--- src/rtl/lpg_pkg.sv ---
package lpg_pkg;
  localparam int NUM_LOC = 5;
  localparam int LOC_W   = $clog2(NUM_LOC);

  typedef struct packed {
    logic [NUM_LOC-1:0] open;
  } lpg_gate_t;
endpackage

--- src/rtl/lpg_ctrl.sv ---
module lpg_ctrl
  import lpg_pkg::*;
(
  input  logic      clk,
  input  logic      rstN,
  input  logic      ucodeMode,
  input  logic      acmEnter,
  input  logic      acmExit,
  input  logic      launchOk,
  input  logic      osClose,
  input  logic      loc1Enable,
  output lpg_gate_t gate
);
  logic loc1Q, loc2Q, loc3Q;

  always_ff @(posedge clk or negedge rstN) begin
    if (!rstN) begin
      loc1Q <= 1'b1;
      loc2Q <= 1'b0;
      loc3Q <= 1'b0;
    end else begin
      loc1Q <= loc1Enable;
      if (osClose)       loc2Q <= 1'b0;
      else if (launchOk) loc2Q <= 1'b1;
      if (acmExit)       loc3Q <= 1'b0;
      else if (acmEnter) loc3Q <= 1'b1;
    end
  end

  always_comb begin
    gate.open    = '0;
    gate.open[0] = 1'b1;
    gate.open[1] = loc1Q;
    gate.open[2] = loc2Q;
    gate.open[3] = loc3Q;
    gate.open[4] = ucodeMode;
  end
endmodule

--- src/rtl/lpg_path.sv ---
module lpg_path
  import lpg_pkg::*;
#(
  parameter int              ADDR_W     = 24,
  parameter int              DATA_W     = 32,
  parameter int              PAGE_BYTES = 4096,
  parameter logic [ADDR_W-1:0] BASE_ADDR = 24'hD4_0000
) (
  input  logic                           clk,
  input  logic                           rstN,
  input  logic                           reqValid,
  input  logic                           reqWrite,
  input  logic [ADDR_W-1:0]              reqAddr,
  input  logic [DATA_W-1:0]              reqWdata,
  input  lpg_gate_t                      gate,
  output logic                           fwdValid,
  output logic                           fwdWrite,
  output logic [LOC_W-1:0]               fwdLoc,
  output logic [$clog2(PAGE_BYTES)-1:0]  fwdOffset,
  output logic [DATA_W-1:0]              fwdWdata,
  output logic                           dropPulse,
  output logic [DATA_W-1:0]              dropData
);
  localparam int OFF_W  = $clog2(PAGE_BYTES);
  localparam int TAG_LO = OFF_W + LOC_W;

  logic [LOC_W-1:0] pageIdx;
  logic             tagHit, inRange, hit, openSel;

  assign pageIdx = reqAddr[TAG_LO-1:OFF_W];
  assign tagHit  = (reqAddr[ADDR_W-1:TAG_LO] == BASE_ADDR[ADDR_W-1:TAG_LO]);
  assign inRange = (32'(pageIdx) < NUM_LOC);
  assign hit     = reqValid && tagHit && inRange;

  always_comb begin
    openSel = 1'b0;
    for (int i = 0; i < NUM_LOC; i++) begin
      if (pageIdx == LOC_W'(i)) openSel = gate.open[i];
    end
  end

  always_ff @(posedge clk or negedge rstN) begin
    if (!rstN) begin
      fwdValid  <= 1'b0;
      fwdWrite  <= 1'b0;
      fwdLoc    <= '0;
      fwdOffset <= '0;
      fwdWdata  <= '0;
      dropPulse <= 1'b0;
      dropData  <= '0;
    end else begin
      fwdValid  <= hit && openSel;
      dropPulse <= hit && !openSel;
      dropData  <= (hit && !openSel && !reqWrite) ? '1 : '0;
      if (hit && openSel) begin
        fwdWrite  <= reqWrite;
        fwdLoc    <= pageIdx;
        fwdOffset <= reqAddr[OFF_W-1:0];
        fwdWdata  <= reqWrite ? reqWdata : '0;
      end else begin
        fwdWrite  <= 1'b0;
        fwdLoc    <= '0;
        fwdOffset <= '0;
        fwdWdata  <= '0;
      end
    end
  end
endmodule

--- src/rtl/loc_page_gate.sv ---
module loc_page_gate #(
  parameter int                ADDR_W     = 24,
  parameter int                DATA_W     = 32,
  parameter int                PAGE_BYTES = 4096,
  parameter logic [ADDR_W-1:0] BASE_ADDR  = 24'hD4_0000
) (
  input  logic                          clk,
  input  logic                          rstN,
  input  logic                          reqValid,
  input  logic                          reqWrite,
  input  logic [ADDR_W-1:0]             reqAddr,
  input  logic [DATA_W-1:0]             reqWdata,
  input  logic                          ucodeMode,
  input  logic                          acmEnter,
  input  logic                          acmExit,
  input  logic                          launchOk,
  input  logic                          osClose,
  input  logic                          loc1Enable,
  output logic                          fwdValid,
  output logic                          fwdWrite,
  output logic [lpg_pkg::LOC_W-1:0]     fwdLoc,
  output logic [$clog2(PAGE_BYTES)-1:0] fwdOffset,
  output logic [DATA_W-1:0]             fwdWdata,
  output logic                          dropPulse,
  output logic [DATA_W-1:0]             dropData
);
  lpg_pkg::lpg_gate_t gate;

  lpg_ctrl u_ctrl (
    .clk        (clk),
    .rstN       (rstN),
    .ucodeMode  (ucodeMode),
    .acmEnter   (acmEnter),
    .acmExit    (acmExit),
    .launchOk   (launchOk),
    .osClose    (osClose),
    .loc1Enable (loc1Enable),
    .gate       (gate)
  );

  lpg_path #(
    .ADDR_W     (ADDR_W),
    .DATA_W     (DATA_W),
    .PAGE_BYTES (PAGE_BYTES),
    .BASE_ADDR  (BASE_ADDR)
  ) u_path (
    .clk       (clk),
    .rstN      (rstN),
    .reqValid  (reqValid),
    .reqWrite  (reqWrite),
    .reqAddr   (reqAddr),
    .reqWdata  (reqWdata),
    .gate      (gate),
    .fwdValid  (fwdValid),
    .fwdWrite  (fwdWrite),
    .fwdLoc    (fwdLoc),
    .fwdOffset (fwdOffset),
    .fwdWdata  (fwdWdata),
    .dropPulse (dropPulse),
    .dropData  (dropData)
  );
endmodule

--- config.mk ---
export PLATFORM = sky130hd
export DESIGN_NAME = loc_page_gate
export DESIGN_NICKNAME = d
export VERILOG_FILES = /design/src/rtl/lpg_pkg.sv /design/src/rtl/lpg_ctrl.sv /design/src/rtl/lpg_path.sv /design/src/rtl/loc_page_gate.sv
export SDC_FILE = /design/constraint.sdc
export NUM_CORES = 1
export LEC_CHECK = 0
export ABC_AREA = 1
export BUFFER_PORTS_ARGS = -buffer_cell sky130_fd_sc_hd__buf_2
export CAP_MARGIN = 20
export CORE_MARGIN = 2
export CORE_UTILIZATION = 45
export CTS_CLUSTER_DIAMETER = 60
export DETAILED_ROUTE_END_ITERATION = 12
export PLACE_DENSITY = 0.85
export SLEW_MARGIN = 30
export SYNTH_ARGS = -nofsm -noshare
export SYNTH_HDL_FRONTEND = slang
export SYNTH_HIERARCHICAL = 1
export SYNTH_SLANG_ARGS = --single-unit
--- constraint.sdc ---
create_clock -name clk -period 1.9 [get_ports clk]
set_input_delay 0.475 -clock clk [delete_from_list [all_inputs] [get_ports clk]]
set_output_delay 0.475 -clock clk [all_outputs]
set_load 0.005 [all_outputs]
======== After elaboration in Yosys (flattened, before gate mapping) ========
Cells that the tools add are included.
word-level totals
  output and inout bits ................... 82
  register bits ........................... 85
  logic and storage cells ................. 41
  input port bits ......................... 66
operators by class
  magnitude comparators ................... 1
  eq/ne operators ......................... 5
  muxes and demuxes ....................... 15
  reductions and logical operators ........ 10
operators with widths
  operator                                                               count
  32-bit two-way mux                                                     3
  12-bit two-way mux                                                     1
  1-bit two-way mux                                                      10
  9-bit equality test, second input constant                             1
  3-bit by 2-bit equality test with 1-bit output, second input constant  2
  1-bit logical AND                                                      5
  2-bit nonzero test                                                     2
  3-bit by 1-bit equality test with 1-bit output, second input constant  1
  3-bit equality test, second input constant                             1
  3-bit zero test                                                        1
  3-bit less-than comparator, second input constant                      1
  3-bit two-way mux                                                      1
  1-bit zero test                                                        2

======== Depth between registers and ports, before layout ========
  word-level depth ........................ 10
  gate-level depth with buffers ........... 8
  mapped depth without buffers ............ 7

======== By module ========
Netlist, hierarchy kept.
by module, submodules not included
  module    cells an instance  times used  area each (µm²)  seq. area each (µm²)
  lpg_path  209                1           2092.0           1276.2
  lpg_ctrl  13                 1           132.6            76.3

======== Worst setup path before layout ========
No wires, ideal clock.
  path type ............................... reg-to-output
  start point ............................. register u_path/dropData[30] (netlist name)
  end point ............................... output port dropData[10]
  data required time ...................... 1.425 ns
  data arrival time ....................... 1.007 ns
  path buffers ............................ 1
  stages on the path, launching flop included .. 2
  path slack .............................. 0.418 ns
  path through ............................ dfrtp_1 > buf_4
RTL lines
  what       line                 source
  to (decl)  loc_page_gate.sv:25  output logic [DATA_W-1:0] dropData

======== Final worst setup path ========
  start point ............................. register u_ctrl.loc1Q
  end point ............................... register u_path.fwdWdata[27]
between the ends
  word-level cells in the longest chain between the ends .. 6
RTL lines
  what                             line            source
  from (decl)                      lpg_ctrl.sv:14  logic loc1Q, loc2Q, loc3Q;
  from (signal assigned)           lpg_ctrl.sv:22  loc1Q <= loc1Enable;
  1-bit two-way mux (4 in series)  lpg_path.sv:38  if (pageIdx == LOC_W'(i)) openSel = gate.open[i];
  1-bit logical AND                lpg_path.sv:55  if (hit && openSel) begin
  32-bit two-way mux               lpg_path.sv:55
  to (signal assigned)             lpg_path.sv:59  fwdWdata <= reqWrite ? reqWdata : '0;
  to (decl)                        lpg_path.sv:20  output logic [DATA_W-1:0] fwdWdata,
Every way passes these cells.
A chain may end at the register's enable or synchronous reset.

==> results.md <==
* Internal Pwr Total at 0.001654 W
* WS Path Type: flop to flop
* CP Launch Type: flop
* Initial antenna violation count at 0
* TritonCTS clock tree: built
* Logic pwr share at 0.067
* Layout net count at 405
* First-pass GRT wire length at 6437 um
* Sum Neg Setup Slack at 0 ns
* Area share of the leading cell type in the synthesized netlist at 0.5962
* Crit share post-route at 0.7994
* Max stage delay on crit path at 0.52 ns
* CTS Root Cell: clkbuf_8
* WP data arrival at 1.73 ns
* Critical Path RT at 2.12 ns
* Register area share after synthesis at 0.6080
* Vias in the first global route at 1495
* Die ar. at 0.005522 sq mm
* Netlist cell types at 18
* Total number of vias at 1646
* Clock network fraction of total power at 0.376
* CTS buffer count at 5
* H-tree Lvls at 2
* P_leak at 2.003 nW
* Crit path buffers/inverters at 0
* Final Setup Violations at 0
* Post-CTS Setup Inserts at 0
* Die width at 74.31 um
* Mean Syn Cell Area at 10.02 sq um
* Switching power at 0.0004225 W
* Initial Util at 0.4679
* Min-Delay Path Class: input port to async pin
* Synthesized Nets at 288
* RSZ-0062 raised after global routing: false
* Num ports at 148
* Top cells by area, synth: dfrtp_1 60%, buf_4 12%, inv_1 8.9%, nor2_1 7.6%, nor2_2 2.5%
* Initial DRC Count at 32
* Final Core Density at 0.6068
* Mapped Area at 0.002225 sq mm
* Avg WL per Cell at 10.89 um
* Worst setup EP type: flop
* Reg2reg start: u_ctrl/loc1Q
* Worst-path fanout max at 33
* Via density at 4.044
* DRT Wirelength at 4433 um
* Fmax at 0.6583 GHz
* #FFs+latches synth at 54
* Most area-hungry cell type in the Yosys netlist: dfrtp_1
* Max IR drop VDD at 0.5729 mV
* Syn-to-layout area delta at 29.70%
* Global Route Usage Sum at 0.1565
* Fin. max-slew vios at 0
* CP max-delay cell: dfstp_2
* Post-DRT Antenna Nets at 0
* PortBufs at 147
* Flop pwr share at 0.556
* Worst-path cell chain: nand2_1 > nand3_1 > nand3_2 > nand2_2 > nand3_4 > nor2_1
* Rows at 25
* Grt ovf at 0
* Largest net degree at the start of global routing at 34
* Crit-path leading delay family: simple AND/OR/NAND/NOR gates
* Clk sink count at 54
* Core ar. at 0.004755 sq mm
* DP HPWL at 3606 um
* Syn. warnings at 6
* Fraction of layout cells with a size suffix above 1 at 0.5147
* Cell Pwr Density at 719.6 mW/mm^2
* Skew-Pair Late Insertion Delay at 0.30 ns
* Max Cap Viol at 0
* Residual DRC count at 0
* Gpl congestion at 0.8295
* Sw frac at 0.2035
* Minimum clock period at 1.519 ns
* Clk buf depth at 2
* Antenna cell count at 0
* Final Hold Fails at 0
* PostCTS Resize Cnt at 0
* Mapped Cells at 222
* Hold buffers post-CTS at 0
* CTS clk-pin slew, worst paths at 0.10 ns
* Clock skew at 0.01020 ns
* Die height at 74.31 um
* Initial DRT Pass Iterations at 4
* Worst setup path startpoint: u_ctrl/loc1Q
* Status: finished, final reports clean
[cells in the final DEF (no fill, tap or decap)]
master and instances:
clkbuf_8 6, bufinv_16 1, nand2_2 2, buf_12 1
buf_2 147, nand4_1 1, dfstp_2 1, inv_6 1
conb_1 1, nor2_1 45, inv_2 1, dfrtp_1 53
nor2_2 9, nand3b_1 1, nand3_2 1, nand2_1 5
o21ai_1 1, inv_1 53, nand3_1 5, nor2_4 2
nand3_4 1, buf_4 2
[kinds of logic after synthesis]
group / Yosys count / synth area share
AO/OA/AOI/OAI: 1 / 0.002248
buffers and inverters: 94 / 0.2328
flip-flops: 54 / 0.6080
other: 1 / 0.001686
AND/OR/NAND/NOR: 72 / 0.1552
[state kept, by name, summed over array words and instances (netlist names)]
signal,count
u_path/fwdOffset,12
u_ctrl/loc2Q,1
u_path/fwdWdata,32
u_ctrl/loc3Q,1
u_path/fwdLoc,3
u_path/fwdValid,1
u_path/dropPulse,1
u_path/fwdWrite,1
u_ctrl/loc1Q,1
u_path/dropData,1
[path summary, 6_finish.rpt]
path	to	slack, ns	cells after the start
worst max-delay path	u_path/fwdWdata[27]	0.38	6
worst min-delay path	u_path/fwdWdata[13]	0.07	1
worst max register to register	u_path/fwdWdata[27]	0.38	6
worst min register to register	u_ctrl/loc3Q	0.51	2
max in group asynchronous	u_ctrl/loc1Q	1.25	2
min in group clk	u_ctrl/loc1Q	0.28	1
[cell type report]
cell class | count | area [sq um]
fillers | 437 | 1869
clock buffers | 6 | 82.58
well taps | 67 | 83.83
flip-flops and latches | 54 | 1353
multi-input cells | 74 | 354.1
repair buffers | 150 | 770.7
clock inverters | 2 | 38.79
inverters | 54 | 202.7
[power groups by stage]
| stage | Sequential [W] | Clock, W | Combinational (W) |
|---|---|---|---|
| 2_1_floorplan | 0.00118 | 0 | 0.0000479 |
| 3_3_place_gp | 0.00118 | 0 | 0.000136 |
| 3_5_place_dp | 0.00118 | 0 | 0.000142 |
| 4_1_cts | 0.00116 | 0.000803 | 0.000142 |
| 5_1_grt | 0.00116 | 0.000854 | 0.000160 |
| 6_report | 0.00116 | 0.000781 | 0.000140 |
[Yosys cell counts]
cell type,number
dfrtp_1,53
nand3_2,1
dfstp_2,1
nor2_4,2
inv_2,1
buf_4,36
nor2_1,45
conb_1,1
o21ai_1,1
nand3_4,1
inv_1,53
nor2_2,9
buf_6,4
nand3b_1,1
nand2_2,2
nand4_1,1
nand2_1,5
nand3_1,5
[per-layer routing]
layer	GRT usage	part of all wire	vias to the layer above
met2	0.3065	0.57	86
met3	0.04336	0.074	2
met5	0	0	-
met4	0.04563	0.0050	0
met1	0.1609	0.35	742
li1	-	-	816
[through the flow]
| stage | hold WS [ns] | std cells | cell area [sq um] | power, W | setup WS [ns] |
|---|---|---|---|---|---|
| floorplan | 0.1794 | 222 | 2225 | 0.001226 | 0.4175 |
| global placement | 0.3960 | 399 | 2764 | 0.001315 | 0.2758 |
| detailed placement | 0.4037 | 399 | 2764 | 0.001320 | 0.1713 |
| CTS | 0.07045 | 407 | 2885 | 0.002101 | 0.3483 |
| global route | 0.07859 | 407 | 2885 | 0.002171 | 0.2069 |
| finish | 0.07386 | 407 | 2885 | 0.002076 | 0.3810 |
Note: power is estimated with default switching activity, not from simulation.
